<file path="config.mk">
export PLATFORM = sky130hd
export DESIGN_NAME = keyed_wdt
export DESIGN_NICKNAME = d
export VERILOG_FILES = /design/src/rtl/kwdt_pkg.sv /design/src/rtl/kwdt_key_decode.sv /design/src/rtl/kwdt_unlock_win.sv /design/src/rtl/kwdt_tick_cnt.sv /design/src/rtl/keyed_wdt.sv
export SDC_FILE = /design/constraint.sdc
export NUM_CORES = 1
export LEC_CHECK = 0
export ABC_AREA = 1
export BUFFER_PORTS_ARGS = -buffer_cell sky130_fd_sc_hd__buf_2
export CORE_ASPECT_RATIO = 0.5
export CORE_MARGIN = 4
export CORE_UTILIZATION = 25
export DETAILED_ROUTE_END_ITERATION = 7
export HOLD_SLACK_MARGIN = 0.02
export PLACE_DENSITY = 0.45
export SETUP_SLACK_MARGIN = 0.1
export SKIP_LAST_GASP = 1
export SYNTH_ARGS = -nofsm -noshare
export SYNTH_HDL_FRONTEND = slang
export SYNTH_SLANG_ARGS = --single-unit
export TNS_END_PERCENT = 100
</file>
<file path="constraint.sdc">
create_clock -name clk -period 1.5 [get_ports clk]
set_input_delay 0.225 -clock clk [delete_from_list [all_inputs] [get_ports clk]]
set_output_delay 0.225 -clock clk [all_outputs]
set_load 0.05 [all_outputs]
</file>
<file path="src/rtl/kwdt_pkg.sv">
package kwdt_pkg;
  localparam int BIT_UPD   = 5;
  localparam int BIT_EN    = 7;
  localparam int BIT_RECFG = 10;
  localparam int BIT_UNL   = 11;
  localparam int BIT_CMD32 = 13;

  localparam logic [31:0] KEY_UNLOCK32  = 32'hD928_C520;
  localparam logic [31:0] KEY_REFRESH32 = 32'hB480_A602;
  localparam logic [31:0] KEY_UNLOCK_LO = 32'h0000_C520;
  localparam logic [31:0] KEY_UNLOCK_HI = 32'h0000_D928;
  localparam logic [31:0] KEY_REFR_LO   = 32'h0000_A602;
  localparam logic [31:0] KEY_REFR_HI   = 32'h0000_B480;

  typedef enum logic [1:0] {
    HALF_NONE,
    HALF_UNLOCK,
    HALF_REFRESH
  } half_state_e;
endpackage

</file>
<file path="src/rtl/kwdt_key_decode.sv">
module kwdt_key_decode
  import kwdt_pkg::*;
(
  input  logic        clk,
  input  logic        rst_n,
  input  logic        key_wr,
  input  logic [31:0] key_data,
  input  logic        cmd32,
  output logic        unlock_hit,
  output logic        refresh_hit,
  output logic        bad_key
);
  half_state_e state_q, state_d;

  always_comb begin
    state_d     = state_q;
    unlock_hit  = 1'b0;
    refresh_hit = 1'b0;
    bad_key     = 1'b0;
    if (key_wr) begin
      state_d = HALF_NONE;
      unique case (state_q)
        HALF_UNLOCK: begin
          if (key_data == KEY_UNLOCK_HI) unlock_hit = 1'b1;
          else bad_key = 1'b1;
        end
        HALF_REFRESH: begin
          if (key_data == KEY_REFR_HI) refresh_hit = 1'b1;
          else bad_key = 1'b1;
        end
        default: begin
          if (cmd32 && key_data == KEY_UNLOCK32) unlock_hit = 1'b1;
          else if (cmd32 && key_data == KEY_REFRESH32) refresh_hit = 1'b1;
          else if (key_data == KEY_UNLOCK_LO) state_d = HALF_UNLOCK;
          else if (key_data == KEY_REFR_LO) state_d = HALF_REFRESH;
          else bad_key = 1'b1;
        end
      endcase
    end
  end

  always_ff @(posedge clk or negedge rst_n) begin
    if (!rst_n) state_q <= HALF_NONE;
    else        state_q <= state_d;
  end
endmodule

</file>
<file path="src/rtl/kwdt_unlock_win.sv">
module kwdt_unlock_win #(
  parameter int UNLOCK_WINDOW = 256
) (
  input  logic clk,
  input  logic rst_n,
  input  logic open_win,
  input  logic close_win,
  output logic unlocked
);
  localparam int WIN_W = $clog2(UNLOCK_WINDOW + 1);

  logic [WIN_W-1:0] left_q;

  always_ff @(posedge clk or negedge rst_n) begin
    if (!rst_n)                left_q <= '0;
    else if (open_win)         left_q <= WIN_W'(UNLOCK_WINDOW);
    else if (close_win)        left_q <= '0;
    else if (left_q != '0)     left_q <= left_q - 1'b1;
  end

  assign unlocked = (left_q != '0);
endmodule

</file>
<file path="src/rtl/kwdt_tick_cnt.sv">
module kwdt_tick_cnt #(
  parameter int TICK_DIV = 50000,
  parameter int CNT_W    = 32
) (
  input  logic             clk,
  input  logic             rst_n,
  input  logic             run,
  input  logic             restart,
  input  logic [CNT_W-1:0] limit,
  output logic [CNT_W-1:0] count,
  output logic             reached
);
  localparam int PRE_W = (TICK_DIV > 1) ? $clog2(TICK_DIV) : 1;
  localparam logic [PRE_W-1:0] PRE_LAST = PRE_W'(TICK_DIV - 1);

  logic [PRE_W-1:0] pre_q;
  logic             tick;

  assign tick = (pre_q == PRE_LAST);

  always_ff @(posedge clk or negedge rst_n) begin
    if (!rst_n) begin
      pre_q <= '0;
      count <= '0;
    end else if (run) begin
      if (restart) begin
        pre_q <= '0;
        count <= '0;
      end else begin
        pre_q <= tick ? '0 : pre_q + 1'b1;
        if (tick) count <= count + 1'b1;
      end
    end
  end

  assign reached = (count >= limit);
endmodule

</file>
<file path="src/rtl/keyed_wdt.sv">
module keyed_wdt
  import kwdt_pkg::*;
#(
  parameter int          ADDR_W        = 2,
  parameter int          CNT_W         = 32,
  parameter int          TICK_DIV      = 50000,
  parameter int          UNLOCK_WINDOW = 256,
  parameter logic [31:0] DEFAULT_TOV   = 32'd60000
) (
  input  logic              clk,
  input  logic              rst_n,
  input  logic              bus_wr,
  input  logic              bus_rd,
  input  logic [ADDR_W-1:0] bus_addr,
  input  logic [31:0]       bus_wdata,
  output logic [31:0]       bus_rdata,
  output logic              rst_req
);
  localparam logic [ADDR_W-1:0] A_CTRL = ADDR_W'(0);
  localparam logic [ADDR_W-1:0] A_CNT  = ADDR_W'(1);
  localparam logic [ADDR_W-1:0] A_TOV  = ADDR_W'(2);

  logic             en, upd, cmd32, recfg;
  logic             unlocked;
  logic [CNT_W-1:0] tov, count;
  logic             reached;
  logic             unlock_hit, refresh_hit, bad_key;
  logic             cfg_ok, wr_ctrl, wr_tov;

  assign cfg_ok  = unlocked && upd;
  assign wr_ctrl = bus_wr && bus_addr == A_CTRL && cfg_ok;
  assign wr_tov  = bus_wr && bus_addr == A_TOV && cfg_ok;

  kwdt_key_decode u_keys (
    .clk        (clk),
    .rst_n      (rst_n),
    .key_wr     (bus_wr && bus_addr == A_CNT),
    .key_data   (bus_wdata),
    .cmd32      (cmd32),
    .unlock_hit (unlock_hit),
    .refresh_hit(refresh_hit),
    .bad_key    (bad_key)
  );

  kwdt_unlock_win #(.UNLOCK_WINDOW(UNLOCK_WINDOW)) u_win (
    .clk      (clk),
    .rst_n    (rst_n),
    .open_win (unlock_hit && upd),
    .close_win(wr_ctrl),
    .unlocked (unlocked)
  );

  kwdt_tick_cnt #(.TICK_DIV(TICK_DIV), .CNT_W(CNT_W)) u_tick (
    .clk    (clk),
    .rst_n  (rst_n),
    .run    (en),
    .restart(refresh_hit),
    .limit  (tov),
    .count  (count),
    .reached(reached)
  );

  always_ff @(posedge clk or negedge rst_n) begin
    if (!rst_n) begin
      en      <= 1'b0;
      upd     <= 1'b1;
      cmd32   <= 1'b0;
      recfg   <= 1'b0;
      tov     <= CNT_W'(DEFAULT_TOV);
      rst_req <= 1'b0;
    end else begin
      if (wr_ctrl) begin
        en    <= bus_wdata[BIT_EN];
        upd   <= bus_wdata[BIT_UPD];
        cmd32 <= bus_wdata[BIT_CMD32];
      end
      if (wr_tov) tov <= bus_wdata[CNT_W-1:0];
      if (wr_ctrl || wr_tov) recfg <= 1'b1;
      if (bad_key || (en && reached)) rst_req <= 1'b1;
    end
  end

  logic [31:0] ctrl_word, rd_mux;

  always_comb begin
    ctrl_word            = '0;
    ctrl_word[BIT_UPD]   = upd;
    ctrl_word[BIT_EN]    = en;
    ctrl_word[BIT_RECFG] = recfg;
    ctrl_word[BIT_UNL]   = unlocked;
    ctrl_word[BIT_CMD32] = cmd32;
    unique case (bus_addr)
      A_CTRL:  rd_mux = ctrl_word;
      A_CNT:   rd_mux = 32'(count);
      A_TOV:   rd_mux = 32'(tov);
      default: rd_mux = '0;
    endcase
  end

  always_ff @(posedge clk or negedge rst_n) begin
    if (!rst_n)      bus_rdata <= '0;
    else if (bus_rd) bus_rdata <= rd_mux;
  end
endmodule

</file>
After elaboration in Yosys (flattened, before gate mapping). Cells that the tools add are included.

Register bits: 128. Input port bits: 38. Output and inout port bits: 33.

Add/subtract/negate cells: 3. Magnitude comparators: 1. Eq/ne operators: 11. Mux-type cells: 30. Reduce and logical (&&, ||, !) cells: 18.

Operator list (number): == test 32 x 16 -> 1 bit, second input constant (4); case mux 32 bit (3 select lines) (1); == test 32 bit, second input constant (2); two-way mux 32 bit (2); adder 32 x 1 -> 32 bit, second input constant (1); greater-or-equal comparator 32 bit (1); two-way mux 16 bit (2); two-way mux 9 bit (3); adder 16 x 1 -> 16 bit, second input constant (1); == test 16 bit, second input constant (1); two-way mux 1 bit (14); logical AND 1 bit (10); two-way mux 2 bit (5); nonzero test 9 bit (1); subtractor 9 x 1 -> 9 bit, second input constant (1); case mux 1 bit (2 select lines) (3); == test 2 x 1 -> 1 bit, second input constant (2); == test 2 bit, second input constant (2); nonzero test 3 bit (1); zero test 2 bit (1); logical OR 1 bit (2); AND reduction 2 bit (1); nonzero test 2 bit (1); OR reduction 2 bit (1).

Depth between registers and ports, before layout. Gate-level depths: netlist (run 1).

Depth after elaboration: 8. Depth in mapped cells: 13. Mapped depth without buffers: 13.

Cells and area by module. A second synthesis (run 1) with hierarchy kept.

Cells, all modules: 1211. Area total of the unflattened synthesis: 8296.7 um^2.

Modules (own cells, without submodules): kwdt_tick_cnt (instances 1, cells each 595, area an instance 3875.0 um^2, sequential area each 1201.2 um^2); keyed_wdt (instances 1, cells each 404, area an instance 3250.6 um^2, sequential area each 1736.7 um^2); kwdt_key_decode (instances 1, cells each 138, area an instance 640.6 um^2, sequential area each 50.0 um^2); kwdt_unlock_win (instances 1, cells each 74, area an instance 530.5 um^2, sequential area each 225.2 um^2).

Worst setup path before layout (run 1). No wires, ideal clock.

Kind: register -> register. Start: register u_win.left_q[0]. End: register tov[1]. Arrival: 1.568 ns. Setup slack: -0.194 ns. Stages on the path, launching flop included: 12. Path buffers: 2. Cells stage by stage: dfrtp_1 > inv_1 > ha_1 > nand3_1 > nor2_1 > nand2_1 > nor2_2 > inv_2 > nand4_2 > buf_4 > buf_2 > o21ai_0.

Word-level cells in the longest chain between the ends: 3.

Ends and longest elaborated chain: start, declared (RTL line kwdt_unlock_win.sv:12) `logic [WIN_W-1:0] left_q;`; start signal, assigned (RTL line kwdt_unlock_win.sv:16) `else if (open_win) left_q <= WIN_W'(UNLOCK_WINDOW);`; start signal, assigned (RTL line kwdt_unlock_win.sv:18) `else if (left_q != '0) left_q <= left_q - 1'b1;`; nonzero test 9 bit (RTL line kwdt_unlock_win.sv:21) `assign unlocked = (left_q != '0);`; logical AND 1 bit (RTL line keyed_wdt.sv:30) `assign cfg_ok = unlocked && upd;`; logical AND 1 bit (RTL line keyed_wdt.sv:32) `assign wr_tov = bus_wr && bus_addr == A_TOV && cfg_ok;`; end signal, assigned (RTL line keyed_wdt.sv:69) `tov <= CNT_W'(DEFAULT_TOV);`; end signal, assigned (RTL line keyed_wdt.sv:77) `if (wr_tov) tov <= bus_wdata[CNT_W-1:0];`; end, declared (RTL line keyed_wdt.sv:25) `logic [CNT_W-1:0] tov, count;`.

No other way between the ends. A chain may end at the register's enable or synchronous reset.

Worst setup path in the final report (run 1).
Start: register tov[13]. End: register rst_req.

Word-level cells in the longest chain between the ends: 3.

Ends and longest elaborated chain: greater-or-equal comparator 32 bit (RTL line kwdt_tick_cnt.sv:36) `assign reached = (count >= limit);`; logical AND 1 bit (RTL line keyed_wdt.sv:79) `if (bad_key || (en && reached)) rst_req <= 1'b1;`; logical OR 1 bit (RTL line keyed_wdt.sv:79); end signal, assigned (RTL line keyed_wdt.sv:70) `rst_req <= 1'b0;`; end signal, assigned (RTL line keyed_wdt.sv:79); end, declared (RTL line keyed_wdt.sv:17) `output logic rst_req`.

No other way between the ends.

==> run_results.csv, run 1 <==
group,metric,value,unit
run_status,status,"finished, violations left",
run_status,violations,"setup timing",
routing,drt_iter0_drc,513,
clocking,clkTransAtPathRegs,60,ps
synth,syn_area_per_cell,7.183,sq um
layout,insertedDiodeCount,0,
routing,num_vias,8480,
clocking,clk-insertion-delay-late,440,ps
die,die_h,134.9,um
synth,synth_top_family_by_area,"simple AND/OR/NAND/NOR gates",
setup_path,critical_path_arrival,2220,ps
die,start_util,25.37,%
die,die-width,261.7,um
synth,ys_ff_latch,128,
routing,drc,0,
die,core_area,31710,sq um
synth,yosys.area.top_type,"dfrtp_1",
synth,mappedNetlistNets,1195,
routing,vias_per_cell,4.468,
synth,synthCells,1120,
timing,final-hold-violation-count,0,
layout,drive_gt1_share,44.75,%
synth,synth_area_leaders,"dfrtp_1 (37%), nand2_1 (15%), inv_1 (6.9%)",
synth,synth-simple-area-share,32.35,%
layout,fillerInstances,3267,
routing,firstDrtPassIters,7,
clocking,h-tree-depth,4,
die,pin_count,71,
global_routing,grt_max_degree,55,
timing,slew_viol_final,0,
synth,syn-cell-area,8045,sq um
synth,yosysTopAreaCellShare,37.33,%
power_and_ir_drop,ir_drop,487.3,uV
global_routing,grt_pass1_vias,8354,
clocking,clock-sinks,128,
clocking,root_buffer,"clkbuf_16",
die,std_cell_rows,46,
setup_path,path_class,"register to register",
routing,drt_wl_total,29.59,mm
clocking,cts_tree,"built",
global_routing,overflow,0,
power_and_ir_drop,power_density,1146,nW/um^2
synth,ys_warn_count,0,
timing,setup_slack,-342.4,ps
place,place.gp.congestion,0.8767,
timing,fin_crit_sh,122.8,%
die,dieArea,35290,sq um
setup_path,critPathLaunchType,"register",
synth,synth_compound_area_share,8.647,%
worst_hold_path,hold_path.class,"input pin to register",
layout,final_nets,1528,
routing,ant_nets,0,
timing,final.setup_skew,11.44,ps
global_routing,grt_pass1_wl,46.29,mm
timing,holdWs,112.2,ps
clocking,clockBufferDepth,2,
setup_path,worst_setup_path_end_kind,"register",
synth,muxShareOfSynthArea,0.1400,%
timing,maxSlewHeadroom,68.73,%
synth,synth_seq_area_share,39.94,%
power_and_ir_drop,leakage,0.006246,uW
synth,synth_fa_ha_area_share,5.754,%
job,max_cap_violations,0,
synth,synth_cell_types,44,
power_and_ir_drop,p_total,14710,uW
timing,rsz0062_at_grt,"yes",
timing,fmax,542.8,MHz
place,dp_hpwl,21.83,mm
global_routing,grtUsageTotal,16.84,%
setup_path,crit_required,1870,ps
layout,area_growth_syn_to_layout,59.55,%
timing,setup_viol_count_final,82,
setup_path,critPathMaxFanout,2,
timing,fin_crit,1842,ps
place,port_buffers,70,
timing,worstMarginPinSlew,469.0,ps
routing,routedWlPerCell,15.59,um
clocking,cts_buffers,17,
timing,tns,-13780,ps
synth,synth_xor_area_share,3.593,%
global_routing,antenna_found_initial,0,
[per-layer routing]
| layer | routed length, um | global-route usage [%] |
|---|---|---|
| met4 | 489 | 3.761 |
| met5 | 0 | 0 |
| met1 | 14540 | 23.76 |
| met3 | 1379 | 4.497 |
| met2 | 13180 | 25.92 |
[power by group]
part | switching [uW] | internal (uW) | total (uW) | leakage [uW]
clock | 1570 | 2670 | 4240 | 0.000285
sequential | 501 | 4250 | 4750 | 0.00161
combinational | 3150 | 2570 | 5720 | 0.00435
total | 5220 | 9490 | 14700 | 0.00625
[logic make-up after synthesis]
kind of cell               Yosys count
and+or+nand+nor                    602
adders and majority gates           37
xor gates and xnor gates            33
DFF                                128
buffers and inverters              195
AOI/OAI and AO/OA                  124
muxes                                1
[Yosys cell counts]
cell and instances:
a21o_1 1, a21oi_1 30, a22oi_1 1, a31oi_1 27, buf_1 2, buf_2 7
buf_4 4, buf_6 2, clkbuf_1 20, dfrtp_1 120, dfstp_2 8, ha_1 37
inv_1 147, inv_2 13, mux2_2 1, nand2_1 321, nand2_2 22, nand2_4 1
nand2_8 2, nand3_1 42, nand3_2 1, nand3b_1 1, nand4_1 39, nand4_2 1
nor2_1 133, nor2_2 6, nor2_4 1, nor2b_1 1, nor3_1 26, nor4_1 1
nor4_2 1, nor4b_1 1, o211ai_1 1, o21a_1 2, o21ai_0 45, o21ai_1 7
o21bai_1 1, o21bai_4 1, o221ai_1 1, o22ai_1 7, or2_2 1, or3_1 1
xnor2_1 6, xor2_1 27
[critical path: stages, from the launching register on]
cell and delay [ps]:
dfstp_2 570, inv_2 70, ha_4 270, nand2_2 60
nor2_4 100, nand2_2 100, nor4b_4 300, nand2_1 80
nand3_1 70, nand2_1 70, nand2_1 90
[cell usage in the layout (no fill, tap or decap), types with 8 or more instances in the layout]
master / n
nor3_1: 11
ha_1: 28
nand3_1: 26
inv_2: 33
o21ai_2: 23
nand2_1: 255
nand3_2: 11
nand2_2: 66
inv_1: 125
dfrtp_1: 108
clkbuf_16: 18
buf_6: 17
nor2_2: 32
a31oi_1: 27
buf_4: 241
nor2_4: 17
buf_12: 11
xor2_1: 27
o21ai_0: 11
ha_4: 9
buf_2: 69
dfstp_2: 8
nor3_2: 11
nor2_1: 91
dfrtp_2: 12
nand4_1: 39
a21oi_1: 17
nand2_4: 23
o21ai_1: 18
a21oi_2: 12
[through the flow]
stage | setup WS, ps | cell area, sq um | utilization, % | cells
after global routing | -433.6 | 12840 | 40.48 | 1898
after detailed placement | -656.8 | 10770 | 33.97 | 1823
after CTS | -285.8 | 12070 | 38.07 | 1881
final | -342.4 | 12840 | 40.48 | 1898
after global placement | -634.9 | 10770 | 33.97 | 1823
after floorplan | -82.64 | 8250 | - | 1120
[area by class of cell]
cell class | instances | area [sq um] | area share [%]
well taps | 432 | 540.5 | 4.211
repair buffers | 349 | 2811 | 21.90
clock buffers | 28 | 516.7 | 4.026
clock inverters | 4 | 72.57 | 0.5654
multi-input cells | 797 | 5059 | 39.41
flip-flops and latches | 128 | 3228 | 25.15
inverters | 160 | 608.1 | 4.737
[sequential cells by signal, summed over array words and instances, names as in the netlist]
| name | cells |
|---|---|
| u_keys.state_q | 2 |
| bus_rdata | 32 |
| u_tick.pre_q | 16 |
| rst_req | 1 |
| u_tick.count | 32 |
| recfg | 1 |
| u_win.left_q | 9 |
| tov | 32 |
| upd | 1 |
| cmd32 | 1 |
| en | 1 |
[what timing repair did]
action,in CTS,in global routing
gates cloned,7,1
gates resized for setup,125,176
hold buffers,1,0
setup endpoints to repair,99,97
pin swaps,15,45
setup buffers,18,18
endpoints found under the hold margin,120,0
[path summary, 6_finish.rpt]
path / depth (start not counted) / slack, ps / endpoint / from
hold reg to reg: 2 / 480 / tov[5]$_DFFE_PN1P_ / tov[5]$_DFFE_PN1P_
hold / removal: 4 / 110 / tov[14]$_DFFE_PN1P_ / bus_wdata[14]
min in group asynchronous: 3 / 360 / bus_rdata[18]$_DFFE_PN0P_ / rst_n
max in group asynchronous: 3 / 810 / u_tick.count[1]$_DFFE_PN0P_ / rst_n
setup / recovery: 10 / -340 / rst_req$_DFFE_PN0P_ / tov[13]$_DFFE_PN1P_
setup reg to reg: 10 / -340 / rst_req$_DFFE_PN0P_ / tov[13]$_DFFE_PN1P_
Note: power is estimated with default switching activity, not from simulation.
==> inputs of run 2 (changes only) <==
--- a/config.mk
+++ b/config.mk
@@ -13,7 +13,7 @@
 export DETAILED_ROUTE_END_ITERATION = 7
 export HOLD_SLACK_MARGIN = 0.02
 export PLACE_DENSITY = 0.45
-export SETUP_SLACK_MARGIN = 0.1
+export SETUP_SLACK_MARGIN = 0.15
 export SKIP_LAST_GASP = 1
 export SYNTH_ARGS = -nofsm -noshare
 export SYNTH_HDL_FRONTEND = slang
==> run 2 against run 1 <==
The run still ends with setup timing left. Cell count up 0.47%. First-iteration DRC count grew 26%. Utilization up 0.42 points. Critical path type unchanged.
==> run_results.csv, run 2 (synthesis results as in run 1) <==
group,metric,value,unit
run_status,status,"finished, violations left",
run_status,violations,"setup timing",
timing,holdWs,99.57,ps
timing,fmax,553.7,MHz
setup_path,crit_required,1880,ps
layout,reg_top3,"bus_rdata (32), tov (32), u_tick.count (32)",
clocking,clk-insertion-delay-late,460,ps
place,port_buffers,70,
worst_hold_path,hold_path.class,"input pin to register",
layout,final_common_cell,"nand2_1",
timing,worstMarginPinSlew,526.6,ps
timing,fin_crit_sh,120.4,%
timing,maxSlewHeadroom,64.90,%
clocking,clockBufferDepth,2,
clocking,clkTransAtPathRegs,60,ps
global_routing,grt_pass1_vias,8607,
timing,tns,-18850,ps
die,dieArea,35290,sq um
global_routing,overflow,0,
timing,setup_slack,-306.0,ps
die,start_util,25.37,%
routing,num_vias,8643,
place,place.gp.congestion,0.9164,
setup_path,critPathMaxFanout,6,
setup_path,slowest_delay,390,ps
global_routing,antenna_found_initial,0,
setup_path,path_delay_family,"buffers and inverters",
worst_hold_path,hold_depth,4,
clocking,root_buffer,"clkbuf_16",
timing,slew_viol_final,0,
layout,multi_input_area,4969,sq um
routing,vias_per_cell,4.532,
layout,drive_gt1_share,42.64,%
setup_path,critical_path.slowest_cell,"dfrtp_1",
timing,final.setup_skew,15.26,ps
power_and_ir_drop,power_density,1126,nW/um^2
power_and_ir_drop,leakage,0.006333,uW
routing,routedWlPerCell,16.17,um
global_routing,grt_max_degree,40,
global_routing,grt_pass1_wl,48.40,mm
setup_path,path_class,"register to register",
job,max_cap_violations,0,
routing,firstDrtPassIters,5,
setup_path,r2r_cells,14,
layout,final_cell_mix,"nand2_1 (274), buf_4 (246), inv_1 (130)",
timing,fin_crit,1806,ps
routing,drt_iter0_drc,644,
layout,area_growth_syn_to_layout,61.21,%
power_and_ir_drop,ir_drop,840.3,uV
clocking,cts_tree,"built",
setup_path,worst-r2r-setup-slack,-310,ps
setup_path,critical_path_arrival,2190,ps
global_routing,grtUsageTotal,17.95,%
layout,fillerInstances,3212,
die,core_area,31710,sq um
layout,final_nets,1537,
setup_path,reg2reg_to,"tov[11]$_DFFE_PN1P_",
clocking,h-tree-depth,4,
power_and_ir_drop,p_total,14600,uW
routing,drt_wl_total,30.83,mm
setup_path,crit_chain,"inv_2 -> ha_4 -> nand3_4 -> nor2_4 -> nand2_2 -> nor2_4 -> inv_2 -> nand4_4 -> buf_12 -> buf_12 -> buf_12 -> buf_16 -> nand2_2 -> o21ai_1",
setup_path,r2r-start,"u_win.left_q[0]$_DFFE_PN0P_",
die,std_cell_rows,46,
worst_hold_path,holdPathEnd,"tov[16]$_DFFE_PN0P_",
setup_path,critPathLaunchType,"register",
setup_path,crit_buf_inv,6,
die,die-width,261.7,um
layout,insertedDiodeCount,0,
routing,drc,0,
setup_path,worst_setup_path_end_kind,"register",
setup_path,cp.depth,14,
timing,final-hold-violation-count,0,
die,pin_count,71,
die,die_h,134.9,um
setup_path,cp_common_cell,"buf_12",
timing,rsz0062_at_grt,"yes",
place,dp_hpwl,22.33,mm
layout,postLayoutCoreUtil,40.90,%
layout,seq_area,3229,sq um
clocking,cts_buffers,17,
clocking,clock-sinks,128,
routing,ant_nets,0,
worst_hold_path,hold_start,"bus_wdata[16]",
timing,setup_viol_count_final,95,
[run 2: cell count changes in the layout (fill, tap and decap cells not counted), sizes merged]
cell      delta
buf          +7
bufinv       +1
clkbuf       -2
clkinv       +3
clkinvlp     +1
inv          -1
[run 2: worst max path at each step]
stage	start	end	slack, ps
global placement	tov[13]$_DFFE_PN1P_	rst_req$_DFFE_PN0P_	-410
CTS	tov[15]$_DFFE_PN1P_	rst_req$_DFFE_PN0P_	-320
global route	tov[11]$_DFFE_PN1P_	rst_req$_DFFE_PN0P_	-410
floorplan	u_win.left_q[1]$_DFFE_PN0P_	tov[1]$_DFFE_PN0P_	-80
finish	u_win.left_q[0]$_DFFE_PN0P_	tov[11]$_DFFE_PN1P_	-310
detailed placement	bus_wdata[1]	rst_req$_DFFE_PN0P_	-410
[run 2: final cells by class]
cell class / instances / share of cell area [%]
multi-input cells: 797 / 38.31
flip-flops and latches: 128 / 24.90
repair buffers: 358 / 23.48
inverters: 160 / 4.679
well taps: 432 / 4.167
clock buffers: 24 / 3.560
clock inverters: 8 / 0.9068
[run 2: worst reg2reg max path, stage by stage (launching register included)]
cell	delay, ps
dfrtp_1	390
inv_2	80
ha_4	140
nand3_4	90
nor2_4	110
nand2_2	70
nor2_4	120
inv_2	50
nand4_4	70
buf_12	130
buf_12	120
buf_12	110
buf_16	130
nand2_2	50
o21ai_1	70
[run 2: per-layer routing]
metal | GRT usage [%] | vias to the layer above | wire (um)
li1 | - | 4260 | -
met1 | 26.76 | 4215 | 15980
met2 | 25.92 | 140 | 13010
met3 | 3.747 | 28 | 1311
met4 | 5.567 | 0 | 538
met5 | 0 | - | 0
[run 2: where the power goes]
group / internal [uW] / total (uW) / switching, uW
clock network: 2640 / 4280 / 1640
logic: 2460 / 5530 / 3070
registers: 4250 / 4780 / 534
[run 2: metrics by stage]
step                      cells  area [sq um]  setup WS, ps
final                      1907         12970        -306.0
after global routing       1907         12970        -410.7
after CTS                  1893         12320        -321.6
after detailed placement   1829         10860        -409.2
after global placement     1829         10860        -411.9
after floorplan            1120          8280        -82.45
[run 2: what timing repair did]
action                                 4_1_cts  5_1_grt
endpoints found under the hold margin       30        0
hold buffers                                 1        0
buffers inserted                            21       13
pin swaps                                   21       46
cloned                                      10        1
setup endpoints to repair                  105      101
gates resized for setup                    118      138
